File: src/rtl/rtc_irq_pkg.sv
// Package: rtc_irq_pkg
// Shared constants for the RTC interrupt flag controller. It fixes the
// source ordering that is used in every flag and enable vector, and the
// bit positions of the control and status bytes.
// Assumes: a byte-wide register bus.
package rtc_irq_pkg;
    localparam int SRC_N    = 3;   // number of interrupt sources
    localparam int SRC_UPD  = 0;   // index of the update-ended source
    localparam int SRC_ALM  = 1;   // index of the alarm source
    localparam int SRC_PER  = 2;   // index of the periodic source
    localparam int BUS_W    = 8;   // register width
    localparam int EN_LSB   = 4;   // control byte: lowest enable bit
    localparam int SQWE_BIT = 3;   // control byte: square-wave enable bit
endpackage

File: src/rtl/rtc_irq_gate.sv
// Module: rtc_irq_gate
// Decides, from the hold input and the power-good level, whether the
// bus strobes are accepted and whether the hold clear is applied.
// Assumes: hold_n and pwr_ok are already synchronous to clk.
module rtc_irq_gate (
    input  logic hold_n,
    input  logic pwr_ok,
    input  logic rd_en,
    input  logic wr_en,
    output logic force_clr,
    output logic rd_ok,
    output logic wr_ok
);
    logic bus_open;

    // Access is allowed only with power good and the hold released.
    always_comb begin
        bus_open  = hold_n && pwr_ok;
        force_clr = !hold_n && pwr_ok;
        rd_ok     = bus_open && rd_en;
        wr_ok     = bus_open && wr_en;
    end
endmodule

File: src/rtl/rtc_irq_flags.sv
// Module: rtc_irq_flags
// Bank of sticky event flags, one per source. Each flag is set by its
// pulse, cleared by an accepted status read, and forced low by the hold
// clear. A pulse in the same cycle as a read wins over the clear.
// Assumes: event pulses are one cycle wide and synchronous to clk.
module rtc_irq_flags #(
    parameter int N = 3
) (
    input  logic         clk,
    input  logic         rst_n,
    input  logic         force_clr,
    input  logic         rd_clr,
    input  logic [N-1:0] ev,
    output logic [N-1:0] flag_q
);
    for (genvar i = 0; i < N; i++) begin : g_flag
        // One sticky flag: the hold clear first, then a pulse, then the read clear.
        always_ff @(posedge clk) begin
            if (!rst_n) begin
                flag_q[i] <= 1'b0;
            end else if (force_clr) begin
                flag_q[i] <= 1'b0;
            end else if (ev[i]) begin
                flag_q[i] <= 1'b1;
            end else if (rd_clr) begin
                flag_q[i] <= 1'b0;
            end
        end
    end
endmodule

File: src/rtl/rtc_irq_ctlreg.sv
// Module: rtc_irq_ctlreg
// Control register that holds the per-source interrupt enables and the
// square-wave enable. It is loaded from the write port and cleared by
// the hold clear. The other bits of the write data are ignored.
// Assumes: the enable field and the square-wave bit lie inside the bus width.
module rtc_irq_ctlreg #(
    parameter int DW       = 8,
    parameter int N        = 3,
    parameter int EN_LSB   = 4,
    parameter int SQWE_BIT = 3
) (
    input  logic          clk,
    input  logic          rst_n,
    input  logic          force_clr,
    input  logic          wr_ok,
    input  logic [DW-1:0] wr_data,
    output logic [N-1:0]  en_q,
    output logic          sqwe_q
);
    localparam logic [DW-1:0] EN_MASK   = {{(DW-N){1'b0}}, {N{1'b1}}} << EN_LSB;
    localparam logic [DW-1:0] SQWE_MASK = {{(DW-1){1'b0}}, 1'b1} << SQWE_BIT;
    localparam logic [DW-1:0] USED_MASK = EN_MASK | SQWE_MASK;

    logic unused_wr_bits;

    // The bits of the write data that control nothing.
    assign unused_wr_bits = ^(wr_data & ~USED_MASK);

    // Load on a write, clear on the hold, keep otherwise.
    always_ff @(posedge clk) begin
        if (!rst_n) begin
            en_q   <= '0;
            sqwe_q <= 1'b0;
        end else if (force_clr) begin
            en_q   <= '0;
            sqwe_q <= 1'b0;
        end else if (wr_ok) begin
            en_q   <= wr_data[EN_LSB +: N];
            sqwe_q <= wr_data[SQWE_BIT];
        end
    end
endmodule

File: src/rtl/rtc_irq_status.sv
// Module: rtc_irq_status
// Forms the summary bit from the flags and enables, and captures the
// status byte on an accepted read, before that read clears the flags.
// Assumes: DW is larger than N and leaves room for the summary bit.
module rtc_irq_status #(
    parameter int DW = 8,
    parameter int N  = 3
) (
    input  logic          clk,
    input  logic          rst_n,
    input  logic          rd_ok,
    input  logic [N-1:0]  flag_q,
    input  logic [N-1:0]  en_q,
    output logic          irqf,
    output logic [DW-1:0] rd_data_q,
    output logic          rd_valid_q
);
    localparam int PAD = DW - 1 - N;

    // Summary: any flag together with its enable.
    assign irqf = |(flag_q & en_q);

    // Capture the status byte, with the values from before the clear.
    always_ff @(posedge clk) begin
        if (!rst_n) begin
            rd_data_q  <= '0;
            rd_valid_q <= 1'b0;
        end else begin
            rd_valid_q <= rd_ok;
            if (rd_ok) begin
                rd_data_q <= {irqf, flag_q, {PAD{1'b0}}};
            end
        end
    end
endmodule

File: src/rtl/rtc_irq_ctrl.sv
// Module: rtc_irq_ctrl
// Top of the RTC interrupt flag controller. It gates the bus strobes,
// holds the flags and the enables, and drives the pull-down enable of the
// open-drain interrupt line from the summary bit.
// Assumes: every input is synchronous to clk. rst_n is the system reset.
// hold_n is the device hold input.
module rtc_irq_ctrl (
    input  logic       clk,
    input  logic       rst_n,
    input  logic       hold_n,
    input  logic       pwr_ok,
    input  logic       ev_periodic,
    input  logic       ev_alarm,
    input  logic       ev_update,
    input  logic       wr_en,
    input  logic [7:0] wr_data,
    input  logic       rd_en,
    output logic [7:0] rd_data,
    output logic       rd_valid,
    output logic [2:0] int_en,
    output logic       sqw_en,
    output logic       irq_oe
);
    import rtc_irq_pkg::*;

    logic             force_clr;
    logic             rd_ok;
    logic             wr_ok;
    logic [SRC_N-1:0] ev_vec;
    logic [SRC_N-1:0] flag_q;
    logic [SRC_N-1:0] en_q;
    logic             sqwe_q;
    logic             irqf;

    // Put the event pulses into the shared source order.
    always_comb begin
        ev_vec          = '0;
        ev_vec[SRC_PER] = ev_periodic;
        ev_vec[SRC_ALM] = ev_alarm;
        ev_vec[SRC_UPD] = ev_update;
    end

    rtc_irq_gate u_gate (
        .hold_n    (hold_n),
        .pwr_ok    (pwr_ok),
        .rd_en     (rd_en),
        .wr_en     (wr_en),
        .force_clr (force_clr),
        .rd_ok     (rd_ok),
        .wr_ok     (wr_ok)
    );

    rtc_irq_flags #(.N(SRC_N)) u_flags (
        .clk       (clk),
        .rst_n     (rst_n),
        .force_clr (force_clr),
        .rd_clr    (rd_ok),
        .ev        (ev_vec),
        .flag_q    (flag_q)
    );

    rtc_irq_ctlreg #(
        .DW       (BUS_W),
        .N        (SRC_N),
        .EN_LSB   (EN_LSB),
        .SQWE_BIT (SQWE_BIT)
    ) u_ctl (
        .clk       (clk),
        .rst_n     (rst_n),
        .force_clr (force_clr),
        .wr_ok     (wr_ok),
        .wr_data   (wr_data),
        .en_q      (en_q),
        .sqwe_q    (sqwe_q)
    );

    rtc_irq_status #(.DW(BUS_W), .N(SRC_N)) u_stat (
        .clk        (clk),
        .rst_n      (rst_n),
        .rd_ok      (rd_ok),
        .flag_q     (flag_q),
        .en_q       (en_q),
        .irqf       (irqf),
        .rd_data_q  (rd_data),
        .rd_valid_q (rd_valid)
    );

    // Drive the outputs from the register state.
    always_comb begin
        int_en = en_q;
        sqw_en = sqwe_q;
        irq_oe = irqf;
    end
endmodule

File: config.mk
export PLATFORM = sky130hd
export DESIGN_NAME = rtc_irq_ctrl
export DESIGN_NICKNAME = d
export VERILOG_FILES = /design/src/rtl/rtc_irq_pkg.sv /design/src/rtl/rtc_irq_gate.sv /design/src/rtl/rtc_irq_flags.sv /design/src/rtl/rtc_irq_ctlreg.sv /design/src/rtl/rtc_irq_status.sv /design/src/rtl/rtc_irq_ctrl.sv
export SDC_FILE = /design/constraint.sdc
export NUM_CORES = 1
export LEC_CHECK = 0
export ABC_CLOCK_PERIOD_IN_PS = 2400
export BUFFER_PORTS_ARGS = -buffer_cell sky130_fd_sc_hd__buf_2
export CORE_AREA = 10 10 47 49
export CTS_CLUSTER_DIAMETER = 200
export DETAILED_ROUTE_END_ITERATION = 10
export DIE_AREA = 0 0 57 59
export HOLD_SLACK_MARGIN = 0.02
export PLACE_DENSITY_LB_ADDON = 0.05
export SYNTH_ARGS = -nofsm -noshare
export SYNTH_HDL_FRONTEND = slang
export SYNTH_SLANG_ARGS = --single-unit
File: constraint.sdc
create_clock -name clk -period 2.4 [get_ports clk]
set_input_delay 0.36 -clock clk [delete_from_list [all_inputs] [get_ports clk]]
set_output_delay 0.36 -clock clk [all_outputs]
set_load 0.005 [all_outputs]
==> results.txt <==
The flow ran to the end, and the final reports show no timing, DRC or antenna violations. The number of clock sinks is 12. STA classifies the critical path endpoint as an output pin. The area growth from synthesis to layout is 29.7%. The die covers between 3000 and 4000 um^2.

The number of optimization iterations in the first detailed-route pass came out at 4. The critical path crosses 3 cells after its start point. The number of nets in the finished design came out at 97. The final core area utilization came out at between 40% and 50%.

On the critical path the largest part of the delay comes from compound AO/OA/AOI/OAI gates. For the final routed database, the setup TNS stands at 0 ps. STA classifies the critical path startpoint as a register. The post-synthesis area per instance is 8.58 um^2. The count of unresolved DRC violations after routing came out at 0. The number of max-cap violations is 0. The worst hold path depth is 3.

After synthesis, the netlist uses 14 different library cells. The total of fill cells in the finished design is around 160. The via total after detailed routing is between 400 and 500. Setup repair after global routing left no endpoint under its margin. The arrival time at the worst endpoint is ~1200 ps. The wire length reported by the detailed router came out at around 1200 um. Detailed placement finished with a half-perimeter wire length of approximately 990 um. The max-slew violation count is 0. In this run the power density over the cells is 664 nW/um^2. The synthesized netlist occupies a cell area of 472 um^2. The timing-limited maximum frequency came out at between 600 and 700 MHz. The maximum clock skew at final layout came out at 5.10 ps. The worst reg2reg path depth came out at 2. The longest clock path from root to sink contains 2 buffers. The number of buffer cells added on primary ports is 22. The floorplan step set the die height to roughly 59 um. The slowest cell on the critical path is a222oi_1.

The initial utilization of the core area, before any placement, comes to between 30% and 40%. The number of antenna repair diodes is 0. The worst setup path is of the register to output pin kind. By area, the combinational part of the netlist is dominated by compound AO/OA/AOI/OAI gates. The top-level I/O count came out at 31. The parity-gate share of the synthesized area counting xor and xnor cells is 0%. After synthesis, flip-flops and latches occupy between 50% and 60% of the total area.

The final-report setup violation count is 0. The H-tree depth reported by CTS is 1. Traced cell by cell, the critical path runs through a222oi_1 > inv_1 > buf_2.

The worst hold path belongs to the class input port to register. The compound-cell area share of the yosys netlist came out at between 10% and 20%. The synthesized netlist devotes 0% of its cell area to adder and majority cells.

The width of the die is between 50 and 60 um. The post-cts hold buffer count came out at 0. The clock period minus worst slack came out at 1550 ps. The mux cell area share after synthesis is 6.37%. For this block, the initial DRC count from the detailed router was 6. The top cell type's share of synthesized area is roughly half. The total power after layout is 406 uW. The largest single stage delay on the critical path is between 400 and 500 ps. The worst path meets setup with between 800 and 900 ps of slack. In this run, post-CTS repair resized a total of 0 instances. The floorplan row count came out at 14. The post-route antenna net violation count is 0. The sum of buffers and inverters on the critical path came out at 2. The clock reaches the later pin of the worst-skew pair after ~270 ps. The per-cell routed wire length came out at approximately 12 um. The number of antenna violations at the first check in global routing came out at 0. dfxtp_1 takes more of the synthesized area than any other cell. The instance area at placement is roughly 580 um^2.

Prior to clock tree synthesis, the placed netlist has a worst setup slack of about 1100 ps. The fraction of final layout cells sized beyond drive strength 1 came out at between 30% and 40%. In this run, CTS created clock tree buffers numbering 3. The clock-pin slew on the worst setup and hold paths is approximately 80 ps. For this design the static power due to leakage is around 0.32 nW. Across the VDD grid, the largest voltage drop is approximately 0.26 mV. In this run the clock root is driven by a clkbuf_4.

The required time at the worst-slack endpoint came out at just over 2000 ps. The hold violation count in the final report was 0. The portion of the clock cycle consumed by the worst path in the final layout is roughly 65%. After routing the design area is 612 um^2. The cell count after synthesis came out at 55. The last weighted congestion value of the routability-driven placer came out at roughly 0.63.

The buffer count from post-CTS setup fixing is 0. By area the synthesized netlist is led by dfxtp_1, a21oi_1, buf_4. The global-route usage over all layers is just under 7%. The Yosys warning count came out at 0.

TritonCTS built the clock tree. The global route total overflow is 0. The detailed-route vias per instance came out at 4.54.

The first global-routing pass estimated around 1900 um of wire. The largest fanout on the critical path is 3. The synthesized netlist devotes between 10 and 15% of its cell area to simple gates. The area of the core is between 1000 and 1500 um^2. The register bit count reported by yosys is 12. The via count of the first global-routing pass came to between 400 and 500. The maximum number of pins on one net before global-route repair came out at 9.
[cells in the mapped netlist]
cell type / instances
a21oi_1: 8
a222oi_1: 1
and3_1: 2
buf_4: 5
conb_1: 1
dfxtp_1: 12
inv_1: 3
mux2i_1: 3
nand2_1: 5
nand3_1: 1
nor2_1: 7
nor2b_1: 1
o21ai_0: 4
o21ai_1: 2
[kinds of logic (layout without fill, tap and decap cells)]
group,Yosys count,count (layout)
other cells,1,4
mux,3,3
flops,12,12
compound gates,15,15
buf+inv,8,29
simple gates,16,16
[metrics by stage]
| step | hold slack [ps] | instances |
|---|---|---|
| after floorplan | 466 | 58 |
| after CTS | 289 | 95 |
| after detailed placement | 479 | 91 |
| after global routing | 321 | 95 |
| final | 293 | 95 |
| after global placement | 465 | 91 |
[report_power, final]
part           switching [mW]  leakage, nW  internal (mW)
sequential            0.00484       0.0979          0.206
combinational          0.0196        0.198         0.0171
clock                  0.0660       0.0210         0.0920
total                  0.0904        0.317          0.316
[worst reg2reg max path, stage by stage (launching register included)]
cell and delay, ps:
dfxtp_1 330, a222oi_1 410, a21oi_1 100
[area by class of cell]
class | instances | area [um^2] | area share (%)
Clock buffer | 4 | 36.3 | 5.93
Multi-Input combinational cell | 38 | 194 | 31.7
Sequential cell | 12 | 240 | 39.3
Tap cell | 16 | 20.0 | 3.27
Timing Repair Buffer | 22 | 110 | 18.0
Inverter | 3 | 11.3 | 1.84
[cells in the final DEF, fill, tap and decap left out]
master / count
nor2b_1: 1
clkbuf_8: 1
o21ai_1: 2
inv_1: 3
a21oi_1: 8
nand3_1: 1
and3_1: 2
buf_2: 22
mux2i_1: 3
nor2_1: 7
a222oi_1: 1
o21ai_0: 4
conb_1: 4
clkbuf_4: 3
dfxtp_1: 12
nand2_1: 5
[layer usage]
metal | vias to the layer above | share of wire [%] | track usage, % | wire length (um)
li1 | 224 | - | - | -
met1 | 190 | 46 | 7.51 | 544
met2 | 15 | 42 | 10.2 | 497
met3 | 2 | 11 | 3.86 | 126
met4 | 0 | 1.1 | 4.03 | 13
met5 | - | 0 | 0 | 0
[flip-flops by register name, indices dropped and copies added (netlist names)]
name and cells:
u_flags.flag_q 3, u_stat.rd_data_q 4, u_ctl.sqwe_q 1, u_stat.rd_valid_q 1
u_ctl.en_q 3
[final timing paths]
kind              slack (ps)           from             endpoint
setup / recovery         850  u_ctl.en_q[1]               irq_oe
hold / removal           290      ev_update    u_flags.flag_q[0]
setup reg to reg        1450  u_ctl.en_q[1]  u_stat.rd_data_q[7]
hold reg to reg          490   u_ctl.sqwe_q         u_ctl.sqwe_q
No activity file was read; power rests on OpenSTA's default activity.
